==> config.mk <==
export PLATFORM = sky130hd
export DESIGN_NAME = phase_step_seq
export DESIGN_NICKNAME = d
export VERILOG_FILES = /design/src/rtl/pss_pkg.sv /design/src/rtl/pss_sync.sv /design/src/rtl/pss_hold_timer.sv /design/src/rtl/pss_step_fsm.sv /design/src/rtl/phase_step_seq.sv
export SDC_FILE = /design/constraint.sdc
export NUM_CORES = 1
export LEC_CHECK = 0
export ABC_AREA = 1
export ABC_CLOCK_PERIOD_IN_PS = 4800
export BUFFER_PORTS_ARGS = -buffer_cell sky130_fd_sc_hd__buf_4
export CORE_MARGIN = 4
export CORE_UTILIZATION = 48
export CTS_CLUSTER_SIZE = 16
export DETAILED_ROUTE_END_ITERATION = 10
export PLACE_DENSITY = 0.7
export REMOVE_ABC_BUFFERS = 1
export SYNTH_ARGS = -nofsm -noshare
export SYNTH_HDL_FRONTEND = slang
export SYNTH_SLANG_ARGS = --single-unit
==> constraint.sdc <==
create_clock -name clk -period 4.8 [get_ports clk]
set_clock_uncertainty 0.2 [all_clocks]
set_input_delay 1.2 -clock clk [delete_from_list [all_inputs] [get_ports clk]]
set_output_delay 1.2 -clock clk [all_outputs]
set_load 0.02 [all_outputs]
==> src/rtl/pss_pkg.sv <==
`timescale 1ns/1ps
package pss_pkg;
   typedef enum logic [1:0] {
      ST_IDLE  = 2'd0,
      ST_SETUP = 2'd1,
      ST_PULSE = 2'd2,
      ST_WAIT  = 2'd3
   } pss_state_e;
endpackage

==> src/rtl/pss_sync.sv <==
`timescale 1ns/1ps
module pss_sync #(
   parameter int   STAGES  = 2,
   parameter logic RST_VAL = 1'b1
) (
   input  logic clk,
   input  logic rst_n,
   input  logic d_async,
   output logic q_sync
);
   generate
      if (STAGES < 2) begin : g_bad_stages
         $error("pss_sync: STAGES must be at least 2");
      end
   endgenerate

   logic [STAGES-1:0] chain;

   always_ff @(posedge clk) begin
      if (!rst_n) chain <= {STAGES{RST_VAL}};
      else        chain <= {chain[STAGES-2:0], d_async};
   end

   assign q_sync = chain[STAGES-1];
endmodule

==> src/rtl/pss_hold_timer.sv <==
`timescale 1ns/1ps
module pss_hold_timer #(
   parameter int MIN_CYC = 2
) (
   input  logic clk,
   input  logic rst_n,
   input  logic run,
   output logic met
);
   generate
      if (MIN_CYC < 1) begin : g_bad_min
         $error("pss_hold_timer: MIN_CYC must be at least 1");
      end
      if (MIN_CYC == 1) begin : g_trivial
         assign met = run;
      end else begin : g_count
         localparam int TW = $clog2(MIN_CYC);
         localparam logic [TW-1:0] LAST = TW'(MIN_CYC - 1);
         logic [TW-1:0] cnt;
         always_ff @(posedge clk) begin
            if (!rst_n || !run) cnt <= '0;
            else if (cnt != LAST) cnt <= cnt + 1'b1;
         end
         assign met = run && (cnt == LAST);
      end
   endgenerate
endmodule

==> src/rtl/pss_step_fsm.sv <==
`timescale 1ns/1ps
module pss_step_fsm
   import pss_pkg::*;
#(
   parameter int CNT_W      = 16,
   parameter int SEL_W      = 5,
   parameter int MIN_EN_CYC = 2
) (
   input  logic             clk,
   input  logic             rst_n,
   input  logic             req_valid,
   input  logic [CNT_W-1:0] req_cnt,
   input  logic [SEL_W-1:0] req_sel,
   input  logic             req_dir,
   input  logic             done_s,
   output logic             busy,
   output logic             done,
   output logic             err,
   output logic             ps_en,
   output logic [SEL_W-1:0] ps_sel,
   output logic             ps_updn
);
   localparam logic [CNT_W-1:0] ONE = CNT_W'(1);

   pss_state_e       state;
   logic [CNT_W-1:0] remain;
   logic [SEL_W-1:0] sel_q;
   logic             dir_q;
   logic             low_seen;
   logic             done_q;
   logic             err_q;
   logic             hold_met;

   pss_hold_timer #(.MIN_CYC(MIN_EN_CYC)) u_hold (
      .clk   (clk),
      .rst_n (rst_n),
      .run   (state == ST_PULSE),
      .met   (hold_met)
   );

   always_ff @(posedge clk) begin
      if (!rst_n) begin
         state    <= ST_IDLE;
         remain   <= '0;
         sel_q    <= '0;
         dir_q    <= 1'b0;
         low_seen <= 1'b0;
         done_q   <= 1'b0;
         err_q    <= 1'b0;
      end else begin
         done_q <= 1'b0;
         err_q  <= req_valid && (state != ST_IDLE);
         unique case (state)
            ST_IDLE: begin
               if (req_valid) begin
                  if (req_cnt == '0) begin
                     done_q <= 1'b1;
                  end else begin
                     remain <= req_cnt;
                     sel_q  <= req_sel;
                     dir_q  <= req_dir;
                     state  <= ST_SETUP;
                  end
               end
            end
            ST_SETUP: begin
               low_seen <= 1'b0;
               state    <= ST_PULSE;
            end
            ST_PULSE: begin
               if (!done_s) low_seen <= 1'b1;
               if (hold_met && (low_seen || !done_s)) state <= ST_WAIT;
            end
            ST_WAIT: begin
               if (done_s) begin
                  low_seen <= 1'b0;
                  if (remain == ONE) begin
                     done_q <= 1'b1;
                     state  <= ST_IDLE;
                  end else begin
                     remain <= remain - ONE;
                     state  <= ST_PULSE;
                  end
               end
            end
            default: state <= ST_IDLE;
         endcase
      end
   end

   assign busy    = (state != ST_IDLE);
   assign done    = done_q;
   assign err     = err_q;
   assign ps_en   = (state == ST_PULSE);
   assign ps_sel  = sel_q;
   assign ps_updn = dir_q;
endmodule

==> src/rtl/phase_step_seq.sv <==
`timescale 1ns/1ps
module phase_step_seq #(
   parameter int CNT_W       = 16,
   parameter int SEL_W       = 5,
   parameter int MIN_EN_CYC  = 2,
   parameter int SYNC_STAGES = 2,
   localparam int REQ_W      = CNT_W + SEL_W + 1
) (
   input  logic             clk,
   input  logic             rst_n,
   input  logic             req_valid,
   input  logic [REQ_W-1:0] req_word,
   output logic             busy,
   output logic             done,
   output logic             err,
   output logic             ps_en,
   output logic [SEL_W-1:0] ps_sel,
   output logic             ps_updn,
   input  logic             ps_done_async
);
   generate
      if (CNT_W < 1 || SEL_W < 1) begin : g_bad_width
         $error("phase_step_seq: field widths must be positive");
      end
   endgenerate

   localparam int SEL_LO = CNT_W;
   localparam int DIR_B  = CNT_W + SEL_W;

   logic done_sync;

   pss_sync #(.STAGES(SYNC_STAGES), .RST_VAL(1'b1)) u_sync (
      .clk     (clk),
      .rst_n   (rst_n),
      .d_async (ps_done_async),
      .q_sync  (done_sync)
   );

   pss_step_fsm #(
      .CNT_W      (CNT_W),
      .SEL_W      (SEL_W),
      .MIN_EN_CYC (MIN_EN_CYC)
   ) u_fsm (
      .clk       (clk),
      .rst_n     (rst_n),
      .req_valid (req_valid),
      .req_cnt   (req_word[CNT_W-1:0]),
      .req_sel   (req_word[SEL_LO +: SEL_W]),
      .req_dir   (req_word[DIR_B]),
      .done_s    (done_sync),
      .busy      (busy),
      .done      (done),
      .err       (err),
      .ps_en     (ps_en),
      .ps_sel    (ps_sel),
      .ps_updn   (ps_updn)
   );
endmodule

==> impl_metrics.env <==
export IMPL_outcome="completed"
export IMPL_ir_worst_vdd_uv=274.4
export IMPL_yosysUniqueCellTypes=27
export IMPL_rows=22
export IMPL_final_core_util_pct=60.74
export IMPL_hold_end="u_sync.chain[1]$_SDFF_PN1_"
export IMPL_ys_seq_elements=30
export IMPL_crit_arrival_ps=1340
export IMPL_syn_cell_area_sq_mm=0.001962
export IMPL_areaGrowthSynthToFinish_pct=17.60
export IMPL_r2r_start="u_fsm.state[0]$_SDFFE_PN0P_"
export IMPL_fin_crit_sh_pct=57.18
export IMPL_cts_tree="built"
export IMPL_cts_root_buf="clkbuf_8"
export IMPL_drc_errors=0
export IMPL_hp_start="u_sync.chain[0]$_SDFF_PN1_"
export IMPL_synth_warnings=0
export IMPL_setup_viol=0
export IMPL_worstReg2RegEnd="u_fsm.remain[4]$_SDFFE_PN0P_"
export IMPL_vias_per_cell=4.823
export IMPL_cts_buffers=5
export IMPL_place_detailed_hpwl_mm=3.257
export IMPL_drive_above_1_share_pct=16.76
export IMPL_rrSetupSlack_ps=2420
export IMPL_n_antenna_cell=0
export IMPL_die_width_microns=71.93
export IMPL_clockBufferDepth=2
export IMPL_crit_type="reg -> out"
export IMPL_path_max_fanout=4
export IMPL_rsz0062_at_grt="false"
export IMPL_power_total_w=0.001335
export IMPL_synth_fa_ha_area_share_pct=3.827
export IMPL_path_cells="inv_1 -> ha_1 -> inv_1 -> buf_4"
export IMPL_ctsHoldBuffers=0
export IMPL_fmax_mhz=364.3
export IMPL_drv_cap=0
export IMPL_worst_path_buf_inv=3
export IMPL_syn_avg_cell_area_sq_um=6.074
export IMPL_portBuffers=35
export IMPL_slowest_stage="dfxtp_1"
export IMPL_muxShareOfSynthArea_pct=0
export IMPL_track_usage_pct=17.90
export IMPL_core_area_sq_mm=0.003799
export IMPL_min_path_cells=1
export IMPL_wire_per_inst_microns=10.81
export IMPL_grt_max_degree=31
export IMPL_io_pins=36
export IMPL_fin_nets=389
export IMPL_maxSlewHeadroom_pct=44.57
export IMPL_synth_top_family_by_area="simple AND/OR/NAND/NOR gates"
export IMPL_syn_inst=323
export IMPL_die_h_microns=71.93
export IMPL_dr_pass1_iters=4
export IMPL_fin_setup_tns_ps=0
export IMPL_antenna_found_initial=0
export IMPL_max_stage_delay_ps=390
export IMPL_ff2ff_path_depth=6
export IMPL_cpLargestDelayFamily="buffers and inverters"
export IMPL_drv_slew=0
export IMPL_ant_nets=0
export IMPL_synth_xor_area_share_pct=0.4464
export IMPL_cp_data_required_time_ps=3400
export IMPL_synth_compound_area_share_pct=6.824
export IMPL_routabilityCongestion=0.7601
export IMPL_die_area_sq_mm=0.005174
export IMPL_initial_core_util_pct=51.65
export IMPL_ys_seq_area_share_pct=30.61
export IMPL_critPathMostFrequentCell="inv_1"
export IMPL_vias=1958
export IMPL_fin_crit_ps=2745
export IMPL_clkLatencyLatePin_ps=290
export IMPL_hold_violations=0
export IMPL_post_cts_resized=0
export IMPL_grt_first_pass_wirelength_mm=7.396
export IMPL_power_leakage_nw=1.196
export IMPL_cts_htree_levels=2
export IMPL_clock_sinks=30
export IMPL_critPathCaptureType="primary output"
export IMPL_finalWirelength_mm=4.390
export IMPL_clkTransAtPathRegs_ps=70
export IMPL_grt_overflow=0
export IMPL_worst_hold_path_type="reg -> reg"
export IMPL_fill_cells=381
export IMPL_power_density_mw_per_mm2=578.8
export IMPL_grt_pass1_vias=1739
export IMPL_worst_pin_slew_ps=831.4
export IMPL_critPathLaunchType="flip-flop"
export IMPL_drtIter0Drc=56
export IMPL_post_cts_buffers=0
export IMPL_synthSimpleGateAreaFrac_pct=47.90
## area by class of cell
class / count / area, sq um / share of cell area, %
multi-input cells: 249 / 1157 / 50.16
flip-flops and latches: 30 / 600.6 / 26.03
repair buffers: 35 / 262.8 / 11.39
inverters: 36 / 135.1 / 5.857
clock buffers: 7 / 86.33 / 3.742
well taps: 48 / 60.06 / 2.603
clock inverters: 1 / 5.005 / 0.2169
## routing by layer
metal	global-route usage, %	wire, microns
met5	0	0
met4	6.889	69
met3	4.986	311
met2	27.76	1872
met1	23.58	2137
## synth_stat cells, drive strengths merged
master / number / area (sq um)
a21oi: 14 / 70.07
a311oi: 1 / 8.760
and2: 1 / 6.260
buf: 6 / 61.30
clkbuf: 2 / 7.510
clkinv: 1 / 3.750
dfxtp: 30 / 600.6
ha: 6 / 75.07
inv: 35 / 131.4
nand2: 111 / 421.7
nand3: 28 / 170.2
nand4: 2 / 12.51
nor2: 71 / 306.5
nor3: 2 / 10.01
o21ai: 9 / 48.80
o22ai: 1 / 6.260
or2: 2 / 12.51
xor2: 1 / 8.760
## cells by family (layout without fill, tap and decap cells)
| group | count (synthesis) | in the layout |
|---|---|---|
| fa+ha+maj | 6 | 6 |
| xor+xnor | 1 | 1 |
| buf+inv | 44 | 79 |
| compound gates | 25 | 25 |
| simple gates | 217 | 217 |
| flops | 30 | 30 |
## layout by cell type, fill, tap and decap left out, types with 3 or more instances in the layout
cell      count
nor2_4        3
inv_1        35
clkbuf_8      6
nor2_1       61
nand2_1     109
nor2_2        7
nand3_1      25
ha_1          6
buf_4        35
dfxtp_1      30
o21ai_0       8
a21oi_1      14
## where the power goes
part / total (W) / leakage, nW / switching (W) / internal (W)
registers: 0.000389 / 0.248 / 0.0000660 / 0.000323
logic: 0.000731 / 0.900 / 0.000476 / 0.000255
clock network: 0.000216 / 0.0482 / 0.000101 / 0.000116
total: 0.00134 / 1.20 / 0.000642 / 0.000693
## stage by stage
stage / cell area [sq um] / hold slack [ps] / instances / worst slack (ps)
3_5_place_dp: 2216 / 199.2 / 398 / 2091
4_1_cts: 2307 / 214.7 / 406 / 2042
5_1_grt: 2307 / 221.2 / 406 / 1966
3_3_place_gp: 2216 / 195.3 / 398 / 2095
2_1_floorplan: 1893 / 192.5 / 315 / 2469
6_report: 2307 / 215.8 / 406 / 2055
## worst max-delay path by stage
| stage | startpoint | endpoint | slack (ps) | cells past startpoint |
|---|---|---|---|---|
| 2_1_floorplan | req_word[15] | u_fsm.remain[11]$_SDFFE_PN0P_ | 2470 | 8 |
| 3_3_place_gp | req_word[7] | u_fsm.remain[4]$_SDFFE_PN0P_ | 2090 | 9 |
| 3_5_place_dp | req_word[7] | u_fsm.remain[0]$_SDFFE_PN0P_ | 2090 | 9 |
| 4_1_cts | u_fsm.state[0]$_SDFFE_PN0P_ | busy | 2040 | 4 |
| 5_1_grt | u_fsm.state[0]$_SDFFE_PN0P_ | busy | 1970 | 4 |
| 6_report | u_fsm.state[0]$_SDFFE_PN0P_ | busy | 2060 | 4 |
## sequential cells by signal, summed over array words and instances (netlist names)
register and count:
u_fsm.done 1, u_sync.chain 2, u_fsm.remain 16, u_fsm.ps_updn 1
u_fsm.ps_sel 5, u_fsm.state 2, u_fsm.low_seen 1, u_fsm.u_hold.g_count.cnt 1
u_fsm.err 1
No activity file was read; power rests on OpenSTA's default activity.
